==> config.mk <==
export PLATFORM = sky130hd
export DESIGN_NAME = tmr_regfront
export DESIGN_NICKNAME = d
export VERILOG_FILES = /design/src/rtl/tmr_regfront_pkg.sv /design/src/rtl/tmr_cmd_decode.sv /design/src/rtl/tmr_chan_write.sv /design/src/rtl/tmr_chan_readout.sv /design/src/rtl/tmr_regfront.sv
export SDC_FILE = /design/constraint.sdc
export NUM_CORES = 1
export LEC_CHECK = 0
export ABC_AREA = 1
export ABC_CLOCK_PERIOD_IN_PS = 1650
export BUFFER_PORTS_ARGS = -buffer_cell sky130_fd_sc_hd__buf_2
export CAP_MARGIN = 20
export CORE_ASPECT_RATIO = 1.75
export CORE_MARGIN = 4
export CORE_UTILIZATION = 55
export CTS_BUF_LIST = sky130_fd_sc_hd__clkbuf_4
export DETAILED_ROUTE_END_ITERATION = 6
export HOLD_SLACK_MARGIN = 0.05
export PLACE_DENSITY = 0.83
export SYNTH_ARGS = -nofsm -noshare
export SYNTH_HDL_FRONTEND = slang
export SYNTH_HIERARCHICAL = 1
export SYNTH_SLANG_ARGS = --single-unit
==> constraint.sdc <==
create_clock -name clk -period 1.65 [get_ports clk]
set_input_delay 0.0825 -clock clk [delete_from_list [all_inputs] [get_ports clk]]
set_output_delay 0.0825 -clock clk [all_outputs]
set_load 0.03 [all_outputs]
==> src/rtl/tmr_regfront_pkg.sv <==
package tmr_regfront_pkg;

  typedef enum logic [1:0] {
    ACC_NONE = 2'd0,
    ACC_LO   = 2'd1,
    ACC_HI   = 2'd2,
    ACC_WORD = 2'd3
  } acc_e;

  // Codes 6 and 7 alias modes 2 and 3.
  function automatic logic [2:0] fold_mode(input logic [2:0] code);
    if (code[2] && code[1]) fold_mode = {1'b0, code[1:0]};
    else                    fold_mode = code;
  endfunction

endpackage

==> src/rtl/tmr_cmd_decode.sv <==
module tmr_cmd_decode #(
  parameter int NUM_CH = 3,
  parameter int ADDR_W = 2
) (
  input  logic              wr_go,
  input  logic              rd_go,
  input  logic [ADDR_W-1:0] addr,
  input  logic [7:1]        cmd,
  output logic [NUM_CH-1:0] cfg_we,
  output logic [NUM_CH-1:0] cnt_lreq,
  output logic [NUM_CH-1:0] st_lreq,
  output logic [NUM_CH-1:0] data_we,
  output logic [NUM_CH-1:0] rd_hit
);
  localparam logic [ADDR_W-1:0] CMD_ADDR = {ADDR_W{1'b1}};
  localparam logic [1:0]        RB_SEL   = 2'd3;

  logic cmd_wr, is_rb, acc_zero;

  assign cmd_wr   = wr_go && (addr == CMD_ADDR);
  assign is_rb    = cmd[7:6] == RB_SEL;
  assign acc_zero = cmd[5:4] == 2'd0;

  for (genvar c = 0; c < NUM_CH; c++) begin : g_ch
    logic named, rb_sel;
    assign named       = !is_rb && (cmd[7:6] == 2'(c));
    assign rb_sel      = is_rb && cmd[1+c];
    assign cfg_we[c]   = cmd_wr && named && !acc_zero;
    assign cnt_lreq[c] = cmd_wr && ((named && acc_zero) || (rb_sel && !cmd[5]));
    assign st_lreq[c]  = cmd_wr && rb_sel && !cmd[4];
    assign data_we[c]  = wr_go && (addr == ADDR_W'(c));
    assign rd_hit[c]   = rd_go && (addr == ADDR_W'(c));
  end

endmodule

==> src/rtl/tmr_chan_write.sv <==
module tmr_chan_write
  import tmr_regfront_pkg::*;
#(
  parameter int CNT_W = 16
) (
  input  logic             clk,
  input  logic             rst_n,
  input  logic             cfg_we,
  input  logic [7:0]       cfg_byte,
  input  logic             data_we,
  input  logic [7:0]       data_byte,
  output logic [2:0]       mode,
  output logic             bcd,
  output acc_e             access,
  output logic             load_stb,
  output logic [CNT_W-1:0] load_val
);
  localparam int BYTE_W = CNT_W / 2;

  logic              wptr;
  logic [BYTE_W-1:0] whold;

  always_ff @(posedge clk or negedge rst_n) begin
    if (!rst_n) begin
      mode     <= '0;
      bcd      <= 1'b0;
      access   <= ACC_LO;
      wptr     <= 1'b0;
      whold    <= '0;
      load_stb <= 1'b0;
      load_val <= '0;
    end else begin
      load_stb <= 1'b0;
      if (cfg_we) begin
        access <= acc_e'(cfg_byte[5:4]);
        mode   <= fold_mode(cfg_byte[3:1]);
        bcd    <= cfg_byte[0];
        wptr   <= 1'b0;
      end else if (data_we) begin
        unique case (access)
          ACC_LO: begin
            load_stb <= 1'b1;
            load_val <= {{BYTE_W{1'b0}}, data_byte};
          end
          ACC_HI: begin
            load_stb <= 1'b1;
            load_val <= {data_byte, {BYTE_W{1'b0}}};
          end
          ACC_WORD: begin
            if (!wptr) begin
              whold <= data_byte;
              wptr  <= 1'b1;
            end else begin
              load_stb <= 1'b1;
              load_val <= {data_byte, whold};
              wptr     <= 1'b0;
            end
          end
          default: ;
        endcase
      end
    end
  end


  word_first_nostb_chk: assert property (@(posedge clk) disable iff (!rst_n)
    (data_we && !cfg_we && access == ACC_WORD && !wptr) |=> !load_stb);


  hi_low_zero_chk: assert property (@(posedge clk) disable iff (!rst_n)
    (load_stb && access == ACC_HI) |-> (load_val[BYTE_W-1:0] == '0));


  cfg_clears_seq_chk: assert property (@(posedge clk) disable iff (!rst_n)
    (cfg_we && cfg_byte[5:4] == 2'd3) ##1 (data_we && !cfg_we) |=> !load_stb);

endmodule

==> src/rtl/tmr_chan_readout.sv <==
module tmr_chan_readout
  import tmr_regfront_pkg::*;
#(
  parameter int CNT_W = 16
) (
  input  logic             clk,
  input  logic             rst_n,
  input  logic             cfg_we,
  input  logic             cnt_lreq,
  input  logic             st_lreq,
  input  logic             rd_hit,
  input  logic [2:0]       mode,
  input  logic             bcd,
  input  acc_e             access,
  input  logic [CNT_W-1:0] live_cnt,
  input  logic             live_out,
  output logic [7:0]       rd_byte
);
  localparam int BYTE_W = CNT_W / 2;

  logic             st_lat;
  logic [7:0]       st_val;
  acc_e             cl_state;
  logic [CNT_W-1:0] cl_val;
  logic             rptr;

  always_comb begin
    if (st_lat) begin
      rd_byte = st_val;
    end else if (cl_state != ACC_NONE) begin
      rd_byte = (cl_state == ACC_HI) ? cl_val[CNT_W-1:BYTE_W] : cl_val[BYTE_W-1:0];
    end else begin
      unique case (access)
        ACC_HI:   rd_byte = live_cnt[CNT_W-1:BYTE_W];
        ACC_WORD: rd_byte = rptr ? live_cnt[CNT_W-1:BYTE_W] : live_cnt[BYTE_W-1:0];
        default:  rd_byte = live_cnt[BYTE_W-1:0];
      endcase
    end
  end

  always_ff @(posedge clk or negedge rst_n) begin
    if (!rst_n) begin
      st_lat   <= 1'b0;
      st_val   <= '0;
      cl_state <= ACC_NONE;
      cl_val   <= '0;
      rptr     <= 1'b0;
    end else begin
      if (rd_hit) begin
        if (st_lat) begin
          st_lat <= 1'b0;
        end else if (cl_state != ACC_NONE) begin
          cl_state <= (cl_state == ACC_WORD) ? ACC_HI : ACC_NONE;
        end else if (access == ACC_WORD) begin
          rptr <= !rptr;
        end
      end
      if (cnt_lreq && cl_state == ACC_NONE) begin
        cl_state <= access;
        cl_val   <= live_cnt;
      end
      if (st_lreq && !st_lat) begin
        st_lat <= 1'b1;
        st_val <= {live_out, 1'b0, access, mode, bcd};
      end
      if (cfg_we) rptr <= 1'b0;
    end
  end


  cnt_hold_stable_chk: assert property (@(posedge clk) disable iff (!rst_n)
    (cl_state != ACC_NONE && !rd_hit) |=> $stable(cl_val));


  st_hold_stable_chk: assert property (@(posedge clk) disable iff (!rst_n)
    (st_lat && !rd_hit) |=> (st_lat && $stable(st_val)));


  st_first_chk: assert property (@(posedge clk) disable iff (!rst_n)
    (rd_hit && st_lat && !cnt_lreq) |=> (cl_state == $past(cl_state)));

endmodule

==> src/rtl/tmr_regfront.sv <==
module tmr_regfront
  import tmr_regfront_pkg::*;
#(
  parameter int NUM_CH = 3,
  parameter int CNT_W  = 16
) (
  input  logic                         clk,
  input  logic                         rst_n,
  input  logic [1:0]                   addr,
  input  logic                         wr_en,
  input  logic [7:0]                   wr_data,
  input  logic                         rd_en,
  output logic [7:0]                   rd_data,
  output logic                         rd_valid,
  output logic [NUM_CH-1:0][2:0]       ch_mode,
  output logic [NUM_CH-1:0]            ch_bcd,
  output logic [NUM_CH-1:0][1:0]       ch_access,
  input  logic [NUM_CH-1:0][CNT_W-1:0] ch_live_cnt,
  input  logic [NUM_CH-1:0]            ch_live_out,
  output logic [NUM_CH-1:0]            ch_load_stb,
  output logic [NUM_CH-1:0][CNT_W-1:0] ch_load_val
);
  localparam int ADDR_W = 2;

  logic                   wr_go, rd_go;
  logic [NUM_CH-1:0]      cfg_we, cnt_lreq, st_lreq, data_we, rd_hit;
  logic [NUM_CH-1:0][7:0] rd_bytes;
  logic [7:0]             rd_sel;

  assign wr_go = wr_en;
  assign rd_go = rd_en && !wr_en;

  tmr_cmd_decode #(.NUM_CH(NUM_CH), .ADDR_W(ADDR_W)) dec_i (
    .wr_go    (wr_go),
    .rd_go    (rd_go),
    .addr     (addr),
    .cmd      (wr_data[7:1]),
    .cfg_we   (cfg_we),
    .cnt_lreq (cnt_lreq),
    .st_lreq  (st_lreq),
    .data_we  (data_we),
    .rd_hit   (rd_hit)
  );

  for (genvar c = 0; c < NUM_CH; c++) begin : g_ch
    acc_e acc_c;

    tmr_chan_write #(.CNT_W(CNT_W)) wr_i (
      .clk       (clk),
      .rst_n     (rst_n),
      .cfg_we    (cfg_we[c]),
      .cfg_byte  (wr_data),
      .data_we   (data_we[c]),
      .data_byte (wr_data),
      .mode      (ch_mode[c]),
      .bcd       (ch_bcd[c]),
      .access    (acc_c),
      .load_stb  (ch_load_stb[c]),
      .load_val  (ch_load_val[c])
    );

    assign ch_access[c] = acc_c;

    tmr_chan_readout #(.CNT_W(CNT_W)) rd_i (
      .clk      (clk),
      .rst_n    (rst_n),
      .cfg_we   (cfg_we[c]),
      .cnt_lreq (cnt_lreq[c]),
      .st_lreq  (st_lreq[c]),
      .rd_hit   (rd_hit[c]),
      .mode     (ch_mode[c]),
      .bcd      (ch_bcd[c]),
      .access   (acc_c),
      .live_cnt (ch_live_cnt[c]),
      .live_out (ch_live_out[c]),
      .rd_byte  (rd_bytes[c])
    );
  end

  always_comb begin
    rd_sel = '0;
    for (int c = 0; c < NUM_CH; c++) begin
      if (addr == ADDR_W'(c)) rd_sel = rd_bytes[c];
    end
  end

  always_ff @(posedge clk or negedge rst_n) begin
    if (!rst_n) begin
      rd_valid <= 1'b0;
      rd_data  <= '0;
    end else begin
      rd_valid <= rd_go;
      if (rd_go) rd_data <= rd_sel;
    end
  end


  rd_valid_timing_chk: assert property (@(posedge clk) disable iff (!rst_n)
    rd_en |=> (rd_valid == !$past(wr_en)));


  wr_wins_chk: assert property (@(posedge clk) disable iff (!rst_n)
    (rd_en && wr_en) |=> !rd_valid);


  one_load_chk: assert property (@(posedge clk) disable iff (!rst_n)
    $onehot0(ch_load_stb));


  load_needs_write_chk: assert property (@(posedge clk) disable iff (!rst_n)
    (ch_load_stb != '0) |-> ($past(wr_en) && $past(addr) != 2'd3));

endmodule

### Word level (Yosys, flattened, before mapping)

Cells that the tools add are included.
W data, S select, Z words.

* flip-flop bits (word level): 186
* input port bits: 65
* logic and storage cells: 266

* eq/ne operators: 33
* muxes and demuxes: 85
* bitwise gates (word level): 6
* reduce and logical (&&, ||, !) cells: 104

Operator list (count)
* $pmux W16 S3: 3
* $mux W8: 15
* $mux W16: 3
* $pmux W8 S2: 3
* $logic_and A1 B1 Y1: 42
* $mux W1: 42
* $reduce_bool A2 Y1: 21
* $reduce_and A4 Y1: 9
* $eq A2 B2 Y1 const B: 16
* $mux W2: 15
* $logic_not A2 Y1: 6
* $ne A2 B1 Y1 const B: 6
* $ne A2 B2 Y1 const B: 6
* $logic_not A1 Y1: 11
* $eq A2 B1 Y1 const B: 5
* $reduce_and A3 Y1: 3
* $reduce_bool A3 Y1: 3
* $not A1 Y1: 6
* $pmux W1 S2: 3
* $reduce_and A2 Y1: 3
* $reduce_or A2 Y1: 3
* $logic_or A1 B1 Y1: 3
* $mux W3: 1

### Depth between registers and ports, before layout

* depth in word-level cells: 9
* depth in mapped cells: 11

### By module

Netlist, hierarchy kept.

Modules (own cells, without submodules)
* tmr_chan_write: times used 3, cells an instance 187, area each 1507.7 um2, sequential area each 802.0 um2
* tmr_chan_readout: times used 3, cells an instance 177, area each 1378.8 um2, sequential area each 675.6 um2
* tmr_regfront: times used 1, cells an instance 81, area each 576.8 um2, sequential area each 225.2 um2
* tmr_cmd_decode: times used 1, cells an instance 45, area each 196.4 um2, sequential area each 0.0 um2

### Worst setup path before layout

OpenSTA, ideal clock, no wires.

* path type: register to register
* start: reg g_ch[0].wr_i.access[1]
* end: reg g_ch[0].wr_i.load_val[10]
* library setup time: 65 ps
* data arrival time: 1662 ps
* required time: 1585 ps
* slack: -77 ps
* cell stages (with the launch flop): 10
* path buffers: 2
* clock period less this slack: 1727 ps
* cell sequence: dfrtp_1 > clkbuf_1 > inv_1 > ha_1 > inv_2 > nand3_4 > nor2_4 > buf_6 > nand2_1 > nand2_1

* cells in the longest elaborated chain, start to end: 3
* elaborated cells between the ends (all ways): 7
* classes of those cells: eq/ne (4); mux (1); reduce/logical (2)

RTL lines
* start: declaration: RTL line tmr_chan_write.sv:14 `output acc_e access,`
* start signal: assignment: RTL line tmr_chan_write.sv:35 `access <= acc_e'(cfg_byte[5:4]);`
* $eq A2 B2 Y1 / $eq A2 B1 Y1 (equally long branches): RTL line tmr_chan_write.sv:40 `unique case (access)`
* $ne A2 B2 Y1 (no line) / $reduce_bool A3 Y1 (equally long branches)
* $reduce_and A4 Y1 (no line)
* end signal: assignment: RTL line tmr_chan_write.sv:43 `load_val <= {{BYTE_W{1'b0}}, data_byte};`
* end signal: assignment: RTL line tmr_chan_write.sv:47 `load_val <= {data_byte, {BYTE_W{1'b0}}};`
* end signal: assignment: RTL line tmr_chan_write.sv:55 `load_val <= {data_byte, whold};`
* end: declaration: RTL line tmr_chan_write.sv:16 `output logic [CNT_W-1:0] load_val`

Parallel ways exist; a longest one is shown, timed or not.
A chain may end at the register's enable or synchronous reset.

### Final worst setup path

* start: reg g_ch[2].wr_i.access[0]
* end: reg g_ch[2].wr_i.load_val[14]

* cells in the longest elaborated chain, start to end: 3
* elaborated cells between the ends (all ways): 7
* classes of those cells: eq/ne (4); mux (1); reduce/logical (2)

RTL lines (RTL line)
* start: declaration: tmr_chan_write.sv:14
* start signal: assignment: tmr_chan_write.sv:35
* $eq A2 B2 Y1 / $eq A2 B1 Y1 (equally long branches): tmr_chan_write.sv:40
* $ne A2 B2 Y1 (no line) / $reduce_bool A3 Y1 (equally long branches)
* $reduce_and A4 Y1 (no line)
* end signal: assignment: tmr_chan_write.sv:43
* end signal: assignment: tmr_chan_write.sv:47
* end signal: assignment: tmr_chan_write.sv:55
* end: declaration: tmr_chan_write.sv:16

Parallel ways exist; a longest one is shown, timed or not.

==> flow_metrics.env <==
export IMPL_slowest_delay_ps=620
export IMPL_cts_tree="built"
export IMPL_synth_top_area_share=0.485
export IMPL_routed_via_density=5.26
export IMPL_antenna_found_initial=2
export IMPL_ir_drop_v=0.000984
export IMPL_min_delay_path_depth=6
export IMPL_maxCapViolations=0
export IMPL_layout_area_seq_mm2=0.00466
export IMPL_drt_wl_total_um=26800
export IMPL_ys_seq_area_frac=0.494
export IMPL_finClkSkew_ps=24.7
export IMPL_cts_clk_slew_worst_paths_ps=160
export IMPL_drt_pass1_iter_count=5
export IMPL_crit_type="reg -> reg"
export IMPL_crit_path_max_fanout=16
export IMPL_wire_per_inst_um=15.7
export IMPL_synthTopCellsByArea="dfrtp_1, nand2_1, nand3_1"
export IMPL_layout_commonest_cell="nand2_1"
export IMPL_first_iter_violations=460
export IMPL_preCtsSetupSlack_ps=17.6
export IMPL_htreeDepth=4
export IMPL_grt_pass1_vias=9004
export IMPL_clock_path_buffers=2
export IMPL_clock_latency_ps=590
export IMPL_fin_area_mm2=0.0117
export IMPL_vias=8950
export IMPL_ys_ff_latch=186
export IMPL_mostFrequentLayoutCells="nand2_1, dfrtp_1, buf_2"
export IMPL_syn_nets=1292
export IMPL_hold_violations=0
export IMPL_dp_hpwl_um=19100
export IMPL_arrival_ps=2090
export IMPL_placed_cell_area_mm2=0.0106
export IMPL_post_route_drc_count=0
export IMPL_fp_dieH_um=181
export IMPL_io_buffers=142
export IMPL_crit_buf_inv=3
export IMPL_dieArea_mm2=0.0194
export IMPL_area_growth_pct=23.9
export IMPL_slew_headroom=0.739
export IMPL_worst_path_stages=8
export IMPL_syn_cell_area_mm2=0.00943
export IMPL_worst_ep_required_time_ps=2170
export IMPL_yosysTopAreaCell="dfrtp_1"
export IMPL_ys_warnings_count=6
export IMPL_final_nets=1534
export IMPL_multiInputGateArea_mm2=0.00407
export IMPL_die_x_um=107
export IMPL_pin_count=143
export IMPL_finalMaxSlewViolations=0
export IMPL_cts_sinks=186
export IMPL_syn_inst=1218
export IMPL_grt_max_degree=52
export IMPL_ant_nets=0
export IMPL_crit_chain="inv_1, ha_1, inv_2, nand3_4, nor2_4, buf_12, nand2_1, nand2_1"
export IMPL_cp_slowest_cell="dfstp_2"
export IMPL_total_power_mw=15.7
export IMPL_postSynthAreaPerCell_um2=7.74
export IMPL_critical_path_top_delay_family="flip-flops"
export IMPL_endpoint_kind="flip-flop"
export IMPL_grt_usage=0.287
export IMPL_overflow=0
export IMPL_setup_violations=0
export IMPL_worst_slack_ps=80.1
export IMPL_tightest_slew_ps=389
export IMPL_drive_above_1_share=0.201
export IMPL_fin_crit_sh=0.951
export IMPL_fp_row_count=63
export IMPL_whs_ps=89.0
export IMPL_gp_congestion=0.917
export IMPL_p_per_area_mw_per_mm2=1350
export IMPL_final_util=0.693
export IMPL_start_util=0.559
export IMPL_power_leakage_nw=6.52
export IMPL_cts_made_buffers=17
export IMPL_finalCriticalPeriod_ps=1570
export IMPL_fillCellCount=1438
export IMPL_hold_class="in -> reg"
export IMPL_core_mm2=0.0169
export IMPL_start_kind="flip-flop"
export IMPL_synthDistinctLibCells=28
export IMPL_cp_common_cell="nand2_1"
export IMPL_status="complete, no violations"
export IMPL_worst_r2r_cell_count=8
export IMPL_clock_fmax_ghz=0.637
export IMPL_grt_pass1_wl_um=44200
export IMPL_root_buffer="clkbuf_4"
-- worst min-delay path, stage by stage --
cell and delay (ps):
buf_2 150, inv_1 80, nor3_1 50, buf_4 140
nand3_4 90, nor2_1 60
-- cell usage after synthesis --
master	number
dfstp_2	3
ha_1	9
buf_2	21
nor2_8	5
inv_2	18
mux2_1	15
nor2_1	87
nand2_1	481
clkinv_1	1
clkbuf_1	3
or2_1	1
nand2_2	21
buf_6	11
buf_8	1
nor2_2	4
a21oi_1	48
inv_1	106
o31ai_1	3
nor3_1	7
dfrtp_1	183
nand3_4	6
nand3_1	93
o21bai_1	3
o21ai_1	54
nand3_2	1
nor2_4	6
o21ai_0	24
clkinv_2	3
-- routing by layer --
metal  vias to the layer above  global-route usage  routed length, µm
met5                         -                   0                  0
met4                         0               0.158               1530
met3                       111              0.0461               1450
met2                       353               0.499              13900
met1                      4194               0.333               9890
li1                       4292                   -                  -
-- report_power, final --
part           total (mW)  switching, mW  internal (mW)
logic                6.28           4.22           2.06
clock network        2.69           1.62           1.07
registers            6.77          0.888           5.88
total                15.7           6.72           9.02
-- stage by stage --
step / instances / TNS [ps]
after detailed placement: 1595 / 0
after floorplan: 1218 / 0
after global routing: 1702 / -16.8
after global placement: 1595 / 0
final: 1702 / 0
after CTS: 1697 / 0
-- cell type report --
class / count / share of cell area
well taps: 227 / 0.0243
clock inverters: 14 / 0.0147
multi-input cells: 868 / 0.348
flip-flops and latches: 186 / 0.399
diodes: 2 / 0.000428
repair buffers: 259 / 0.160
inverters: 128 / 0.0417
clock buffers: 18 / 0.0116
-- kinds of logic (layout without fill, tap and decap cells) --
logic type | after synthesis | count (layout) | synth area share
buffers and inverters | 164 | 419 | 0.0784
flip-flops | 186 | 186 | 0.494
multiplexers | 15 | 15 | 0.0179
other | 0 | 2 | 0
adder cells (fa/ha/maj) | 9 | 9 | 0.0119
AND/OR/NAND/NOR | 712 | 712 | 0.326
AO/OA/AOI/OAI | 132 | 132 | 0.0716
-- registers in the layout, summed over array words and instances, names as in the netlist, 6 cells and up --
signal              flops
g_ch.wr_i/load_val     48
g_ch.rd_i/st_val       21
g_ch.rd_i/cl_state      6
g_ch.wr_i/access        6
g_ch.wr_i/mode          9
g_ch.rd_i/cl_val       48
g_ch.wr_i/whold        24
rd_data                 8
-- final timing paths --
path | startpoint | endpoint | slack [ps]
setup / recovery | g_ch[2].wr_i/access[0] | g_ch[2].wr_i/load_val[14] | 80
hold / removal | wr_en | g_ch[1].wr_i/load_stb | 90
setup reg to reg | g_ch[2].wr_i/access[0] | g_ch[2].wr_i/load_val[14] | 80
hold reg to reg | g_ch[2].wr_i/whold[1] | g_ch[2].wr_i/whold[1] | 490
max in group asynchronous | rst_n | g_ch[0].wr_i/access[0] | 740
min in group asynchronous | rst_n | g_ch[1].wr_i/access[0] | 570
-- timing repair --
| action | 4_1_cts | 5_1_grt |
|---|---|---|
| setup endpoints to repair | 0 | 49 |
| buffers inserted | 0 | 3 |
| endpoints found under the hold margin | 321 | 0 |
| hold buffers | 70 | 0 |
| resized for setup | 0 | 11 |
No activity file was read; power rests on OpenSTA's default activity.
